$ cat src/rtl/dispaddr_pkg.sv
package dispaddr_pkg;
    localparam int OFFS_W  = 16;
    localparam int PLANE_W = 2;
    localparam int SUB_N   = 2;               // number of row-scan substituted lines
    localparam int SUB_LSB = 13;              // lowest substituted address line
    localparam int FOLD_HI = 15;              // fold source when wrap_hi = 1
    localparam int FOLD_LO = 13;              // fold source when wrap_hi = 0
    localparam int ADDR_W  = OFFS_W + PLANE_W;
    localparam int LIMIT_W = ADDR_W + 1;

    typedef logic [OFFS_W-1:0]  offs_t;
    typedef logic [ADDR_W-1:0]  addr_t;
    typedef logic [LIMIT_W-1:0] limit_t;

    typedef enum logic {SRC_CPU = 1'b0, SRC_RENDER = 1'b1} src_e;

    typedef struct packed {
        logic             word_mode;
        logic             wrap_hi;
        logic [SUB_N-1:0] keep;
    } ctrl_t;

    typedef struct packed {
        addr_t addr;
        logic  in_range;
    } result_t;

    function automatic logic below_limit(addr_t a, limit_t lim);
        return {1'b0, a} < lim;
    endfunction
endpackage

$ cat src/rtl/dispaddr_wrap.sv
module dispaddr_wrap #(
    parameter int W      = 16,
    parameter int HI_BIT = 15,
    parameter int LO_BIT = 13
) (
    input  logic         en,
    input  logic         word_mode,
    input  logic         wrap_hi,
    input  logic [W-1:0] d,
    output logic [W-1:0] q
);
    always_comb begin
        q = d;
        if (en && word_mode)
            q[0] = wrap_hi ? d[HI_BIT] : d[LO_BIT];
    end
endmodule

$ cat src/rtl/dispaddr_rowsub.sv
module dispaddr_rowsub #(
    parameter int W    = 16,
    parameter int N    = 2,
    parameter int BASE = 13
) (
    input  logic         en,
    input  logic [N-1:0] keep,
    input  logic [N-1:0] rs,
    input  logic [W-1:0] d,
    output logic [W-1:0] q
);
    localparam int TOP = BASE + N;

    assign q[BASE-1:0] = d[BASE-1:0];

    for (genvar i = 0; i < N; i++) begin : g_line
        assign q[BASE+i] = (en && !keep[i]) ? rs[i] : d[BASE+i];
    end

    if (TOP < W) begin : g_upper
        assign q[W-1:TOP] = d[W-1:TOP];
    end
endmodule

$ cat src/rtl/dispaddr_linear.sv
module dispaddr_linear
    import dispaddr_pkg::*;
(
    input  logic [PLANE_W-1:0] plane,
    input  offs_t              offs,
    input  limit_t             limit,
    output result_t            res
);
    always_comb begin
        res.addr     = {plane, offs};
        res.in_range = below_limit(res.addr, limit);
    end
endmodule

$ cat src/rtl/dispaddr_remap.sv
module dispaddr_remap
    import dispaddr_pkg::*;
#(
    parameter bit REG_OUT = 1'b1
) (
    input  logic               clk,
    input  logic               rst,
    input  logic [OFFS_W-1:0]  offset,
    input  logic [PLANE_W-1:0] plane,
    input  logic [SUB_N-1:0]   row_lsb,
    input  logic               renderer,
    input  logic               word_mode,
    input  logic               wrap_hi,
    input  logic               keep_a13,
    input  logic               keep_a14,
    input  logic [LIMIT_W-1:0] mem_limit,
    output logic [ADDR_W-1:0]  phys_addr,
    output logic               in_range
);
    src_e    src;
    ctrl_t   ctrl;
    offs_t   folded;
    offs_t   patched;
    result_t comb_res;
    result_t out_res;

    assign src  = src_e'(renderer);
    assign ctrl = '{word_mode: word_mode, wrap_hi: wrap_hi, keep: {keep_a14, keep_a13}};

    // stage 1: word-mode fold, stage 2: row-scan substitution (fixed order)
    dispaddr_wrap #(.W(OFFS_W), .HI_BIT(FOLD_HI), .LO_BIT(FOLD_LO)) u_wrap (
        .en        (src == SRC_RENDER),
        .word_mode (ctrl.word_mode),
        .wrap_hi   (ctrl.wrap_hi),
        .d         (offset),
        .q         (folded)
    );

    dispaddr_rowsub #(.W(OFFS_W), .N(SUB_N), .BASE(SUB_LSB)) u_rowsub (
        .en   (src == SRC_RENDER),
        .keep (ctrl.keep),
        .rs   (row_lsb),
        .d    (folded),
        .q    (patched)
    );

    dispaddr_linear u_linear (
        .plane (plane),
        .offs  (patched),
        .limit (mem_limit),
        .res   (comb_res)
    );

    if (REG_OUT) begin : g_reg
        always_ff @(posedge clk) begin
            if (rst) out_res <= '0;
            else     out_res <= comb_res;
        end
    end else begin : g_comb
        assign out_res = comb_res;
    end

    assign phys_addr = out_res.addr;
    assign in_range  = out_res.in_range;
endmodule

$ cat config.mk
export PLATFORM = sky130hd
export DESIGN_NAME = dispaddr_remap
export DESIGN_NICKNAME = d
export VERILOG_FILES = /design/src/rtl/dispaddr_pkg.sv /design/src/rtl/dispaddr_wrap.sv /design/src/rtl/dispaddr_rowsub.sv /design/src/rtl/dispaddr_linear.sv /design/src/rtl/dispaddr_remap.sv
export SDC_FILE = /design/constraint.sdc
export NUM_CORES = 1
export LEC_CHECK = 0
export BUFFER_PORTS_ARGS = -buffer_cell sky130_fd_sc_hd__clkbuf_2
export CAP_MARGIN = 20
export CORE_MARGIN = 2
export CORE_UTILIZATION = 39
export DETAILED_ROUTE_END_ITERATION = 10
export GPL_ROUTABILITY_DRIVEN = 0
export HOLD_SLACK_MARGIN = 0.12
export PLACE_DENSITY = 0.66
export SYNTH_ARGS = -nofsm -noshare
export SYNTH_HDL_FRONTEND = slang
export SYNTH_HIERARCHICAL = 1
export SYNTH_SLANG_ARGS = --single-unit
$ cat constraint.sdc
create_clock -name clk -period 1.8 [get_ports clk]
set_input_delay 0.09 -clock clk [delete_from_list [all_inputs] [get_ports clk]]
set_output_delay 0.09 -clock clk [all_outputs]
set_load 0.02 [all_outputs]
==> flow_summary.yaml, run 1 <==
sta:
  period_share_pct: 93.6
  hold-worst-slack_ns: 0.165
  setup_viol_count_final: 0
  fmax_ghz: 0.593
  period_needed_ns: 1.69
  setup_ws_ns: 0.114
  fin_setup_tns_ns: 0
  relSlewSlack_pct: 76.1
  tightest_slew_ns: 0.359
  rsz0062_at_grt: "false"
  hold_viol: 0
  slew_viol_final: 0
die:
  initial_utilization_pct: 41.0
  rows: 21
  coreArea_mm2: 0.00336
  dieArea_mm2: 0.00403
  die_width_um: 63.5
  die_h_um: 63.5
  ios: 65
cells_and_area:
  drive_gt1_share_pct: 37.4
  mostFrequentLayoutCells: "clkbuf_2 (64), dfxtp_1 (19), inv_1 (19), ha_1 (17), dlygate4sd3_1 (15)"
  final_common_cell: "clkbuf_2"
  syn2layout_area_growth_pct: 14.6
  nNetsFinal: 254
  multiInputGateArea_um2: 576
  regArea_um2: 380
  final.fill_count: 374
  diodes: 0
global_routing:
  grt-ovfl-total: 0
  globalRouteMet2Util_pct: 23.0
  grt_pass1_wl_mm: 3.98
  antenna_found_initial: 0
  grt_pass1_vias: 952
  gr-usage-met3_pct: 2.68
  grt_usage_pct: 12.7
  grt_max_degree: 20
  top_usage_layer: "met2"
  use_met1_pct: 13.7
clock_network:
  htreeDepth: 1
  clk_pin_slew_ns: 0.10
  postCtsSetupRepairBufs: 0
  cts-root-buf: "clkbuf_4"
  cts_buffers: 3
  tritoncts: "yes"
  cts.sinks: 19
  clockBufferDepth: 2
setup_path:
  worstSetupEndpointType: "flop"
  crit_type: "input pin to flop"
  start_kind: "input pin"
  cp_slowest_stage_delay_ns: 0.53
  critPathTopFamily: "compound AO/OA/AOI/OAI gates"
  worstPathArrival_ns: 1.88
  crit_top_cell: "a31oi_1"
  cpMaxStageDelayCell: "dlygate4sd3_1"
  cp.required_ns: 2.00
  path_cells: "dlygate4sd3_1 > clkbuf_2 > mux2i_1 > a31oi_1 > nand2b_1 > a31oi_1 > o41ai_2 > a211oi_1 > and2b_1"
  path_max_fanout: 3
  path_buf_inv: 2
power:
  powerDensity_mw_per_mm2: 582
  leakagePower_nw: 0.881
  power.total_w: 0.000921
  ir_drop_uv: 230
hold_path:
  hp-start: "word_mode"
  hold_path_class: "input pin to flop"
  hold_path_depth: 3
  min_to: "phys_addr[0]"
drt:
  drt_iter0_markers: 11
  wl_mm: 2.30
  drcViolationCount: 0
  wl_per_cell_um: 9.73
  viasPerCell: 4.10
  ant_nets: 0
  num_vias: 968
  drt_first_pass_iters: 4
status:
  status: "complete, no violations"
place:
  dp_worst_setup_slack_ns: 0.0198
  dp.final_hpwl_mm: 1.85
  io_buffers: 64
flow_run:
  cap_violations: 0
synthesis:
  syn_inst: 155
  synth_nets: 218
  ys_seq_area_share_pct: 27.6
  synth_area_mm2: 0.00138
  async_flop_share_pct: 0
  synth_warnings: 6
  ys.flop_type: "dfxtp_1"
  ys_seq_elements: 19
  avgSynthCellArea_um2: 8.90
  ys_types: 25
  synth_edf_count: 0
[cells by family (layout without fill, tap and decap cells)]
family	count (synthesis)	after routing	synth area share [%]
compound gates	16	16	7.80
fa+ha+maj	17	17	15.4
buf+inv	67	102	31.3
flops	19	19	27.6
mux	3	3	2.90
simple gates	33	33	15.1
[metal layers]
layer | up-vias | wire (um)
met1 | 404 | 927
met5 | - | 0
met4 | 0 | 29
met3 | 2 | 171
met2 | 38 | 1170
li1 | 524 | -
[where the power goes]
part	leakage (nW)	internal [W]	total [W]	switching (W)
combinational	0.708	0.000135	0.000261	0.000125
sequential	0.158	0.000445	0.000450	0.00000558
clock	0.0150	0.0000860	0.000210	0.000124
total	0.881	0.000666	0.000921	0.000255
[Yosys cell counts, types with 2 or more instances]
master	instances	area, um^2
nor2_1	2	7.51
a21oi_1	6	30.0
nand4_1	2	12.5
inv_1	19	71.3
and2b_1	8	60.1
nand2_1	3	11.3
mux2_4	2	30.0
nor2b_1	11	68.8
ha_1	17	213
buf_4	48	360
a211oi_1	2	15.0
nand2b_1	3	18.8
dfxtp_1	19	380
a31oi_1	2	12.5
[registers in the layout, indices dropped and copies added (netlist names)]
signal and flops:
phys_addr 18, in_range 1
[cell type report]
cell class / count / area share, %
Clock buffer: 4 / 1.66
Multi-Input combinational cell: 69 / 36.4
Inverter: 19 / 4.51
Tap cell: 46 / 3.64
Sequential cell: 19 / 24.1
Timing Repair Buffer: 79 / 29.7
[through the flow]
step | utilization, % | instance area, um^2 | std cells
2_1_floorplan | - | 1380 | 155
3_3_place_gp | 41.6 | 1400 | 217
3_5_place_dp | 41.6 | 1400 | 217
4_1_cts | 46.8 | 1570 | 236
5_1_grt | 47.0 | 1580 | 236
6_report | 47.0 | 1580 | 236
[timing repair]
action                     in CTS  in global routing
hold buffers                   15                  0
setup endpoints to repair       0                  1
hold endpoints to repair       15                  0
gates resized for setup         0                  1
[how the worst max path moves through the flow]
stage / startpoint / to / slack [ns] / cells after the start
detailed placement: keep_a13 / in_range / 0.02 / 9
global placement: keep_a13 / in_range / 0.08 / 9
floorplan: keep_a13 / in_range / 0.21 / 8
global route: offset[15] / in_range / 0.03 / 9
CTS: offset[15] / in_range / 0.06 / 9
finish: offset[15] / in_range / 0.11 / 9
No activity file was read; power rests on OpenSTA's default activity.
==> inputs of run 2 (changes only) <==
--- a/config.mk
+++ b/config.mk
@@ -9,4 +9,4 @@
 export CAP_MARGIN = 20
-export CORE_MARGIN = 2
-export CORE_UTILIZATION = 39
+export CORE_MARGIN = 3
+export CORE_UTILIZATION = 46
 export DETAILED_ROUTE_END_ITERATION = 10
@@ -14,3 +14,3 @@
 export HOLD_SLACK_MARGIN = 0.12
-export PLACE_DENSITY = 0.66
+export PLACE_DENSITY = 0.76
 export SYNTH_ARGS = -nofsm -noshare
==> constraint.sdc (replaced) <==
create_clock -name clk -period 1.8 [get_ports clk]
set_input_delay 0.36 -clock clk [delete_from_list [all_inputs] [get_ports clk]]
set_output_delay 0.36 -clock clk [all_outputs]
set_load 0.02 [all_outputs]
==> run 2 against run 1 <==
Largest cell class unchanged. Count of clock-buffer cells in the layout is the same. Flip-flop and latch count unchanged. Global-route usage shrank 0.73 points. Non-clock buffer count shrank 14. Via count fell by 3.6%. Worst setup slack got worse by 0.0091 ns. Final cell count fell by 12%.
==> flow_summary.yaml, run 2 (synthesized netlist as in run 1, its figures left out) <==
global_routing:
  grt-ovfl-total: 0
  top_usage_layer: "met2"
  grt_pass1_wl_mm: 3.31
  grt_max_degree: 20
  gr-usage-met3_pct: 2.55
  grt_usage_pct: 12.0
  use_met1_pct: 12.6
  antenna_found_initial: 0
  globalRouteMet2Util_pct: 22.4
  grt_pass1_vias: 889
hold_path:
  hold_path_class: "input pin to flop"
  hold_path_depth: 2
power:
  leakagePower_nw: 0.820
  swShare_pct: 27.3
  power.total_w: 0.000891
  p_sw_w: 0.000243
  powerDensity_mw_per_mm2: 625
  internal_power_w: 0.000648
  p_comb_share_pct: 26.8
  seqPwrFrac_pct: 50.6
  ir_drop_uv: 241
  p_clk_share_pct: 22.6
drt:
  drt_first_pass_iters: 4
  drcViolationCount: 0
  viasPerCell: 4.51
  wl_mm: 2.16
  ant_nets: 0
  drt_iter0_markers: 12
  wl_per_cell_um: 10.4
  num_vias: 933
setup_path:
  cpMaxStageDelayCell: "ha_1"
  worstSetupEndpointType: "flop"
  critPathTopFamily: "simple AND/OR/NAND/NOR gates"
  path_buf_inv: 1
  cp_slowest_stage_delay_ns: 0.31
  crit_type: "input pin to flop"
  path_max_fanout: 2
  start_kind: "input pin"
  worstPathArrival_ns: 1.88
  cp.required_ns: 1.99
  crit_cells: 8
  path_cells: "clkbuf_2 > nand2b_1 > mux2_4 > ha_1 > nand4_1 > nor4b_1 > a211oi_1 > and2b_1"
sta:
  relSlewSlack_pct: 76.3
  setup_viol_count_final: 0
  rsz0062_at_grt: "false"
  hold_viol: 0
  fmax_ghz: 0.590
  hold-worst-slack_ns: 0.295
  period_needed_ns: 1.69
  slew_viol_final: 0
  period_share_pct: 94.1
  tightest_slew_ns: 0.351
  fin_setup_tns_ns: 0
clock_network:
  postCtsSetupRepairBufs: 0
  cts_buffers: 3
  clockBufferDepth: 2
  tritoncts: "yes"
  htreeDepth: 1
  ctsHoldBuffers: 0
  clk_pin_slew_ns: 0.10
  cts.sinks: 19
  post_cts_resized: 0
  cts-root-buf: "clkbuf_4"
cells_and_area:
  fin_util_pct: 50.8
  syn2layout_area_growth_pct: 3.26
  diodes: 0
  drive_gt1_share_pct: 40.9
  nNetsFinal: 240
  final_common_cell: "clkbuf_2"
  mostFrequentLayoutCells: "clkbuf_2 (64), dfxtp_1 (19), inv_1 (19), ha_1 (16), nor2b_1 (11)"
  largest_reg_flops: 18
die:
  die_width_um: 60.8
  coreArea_mm2: 0.00281
  die_h_um: 60.8
  rows: 19
  initial_utilization_pct: 49.2
  ios: 65
  dieArea_mm2: 0.00369
status:
  status: "complete, no violations"
place:
  io_buffers: 64
  dp.final_hpwl_mm: 1.96
flow_run:
  cap_violations: 0
==> run 2: final timing paths <==
kind	startpoint	to	slack, ns
worst max-delay path	keep_a14	in_range	0.11
worst min-delay path	offset[5]	phys_addr[5]	0.29
==> run 2: area by class of cell <==
cell class | instances | area, um^2
well taps | 31 | 38.8
flip-flops and latches | 19 | 380
multi-input cells | 69 | 581
repair buffers | 65 | 328
fillers | 302 | 1380
inverters | 19 | 71.3
clock buffers | 4 | 26.3
==> run 2: routing by layer <==
metal  share of wire (%)  up-vias
met3                 7.4        2
met1                  40      394
met4                 1.2        0
li1                    -      498
met5                   0        -
met2                  52       39
==> run 2: power groups by stage <==
stage	clock (W)	sequential, W	combinational [W]
after floorplan	0	0.000492	0.000187
after global placement	0	0.000461	0.000237
after detailed placement	0	0.000461	0.000242
after CTS	0.000212	0.000451	0.000242
after global routing	0.000229	0.000453	0.000270
final	0.000202	0.000451	0.000239
==> run 2: per-stage QoR <==
step	worst slack (ns)	instance area, um^2	cells
after global placement	-0.119	1400	203
after global routing	0.0123	1430	207
after floorplan	0.000720	1390	155
after detailed placement	-0.207	1400	203
after CTS	0.112	1430	207
final	0.105	1430	207
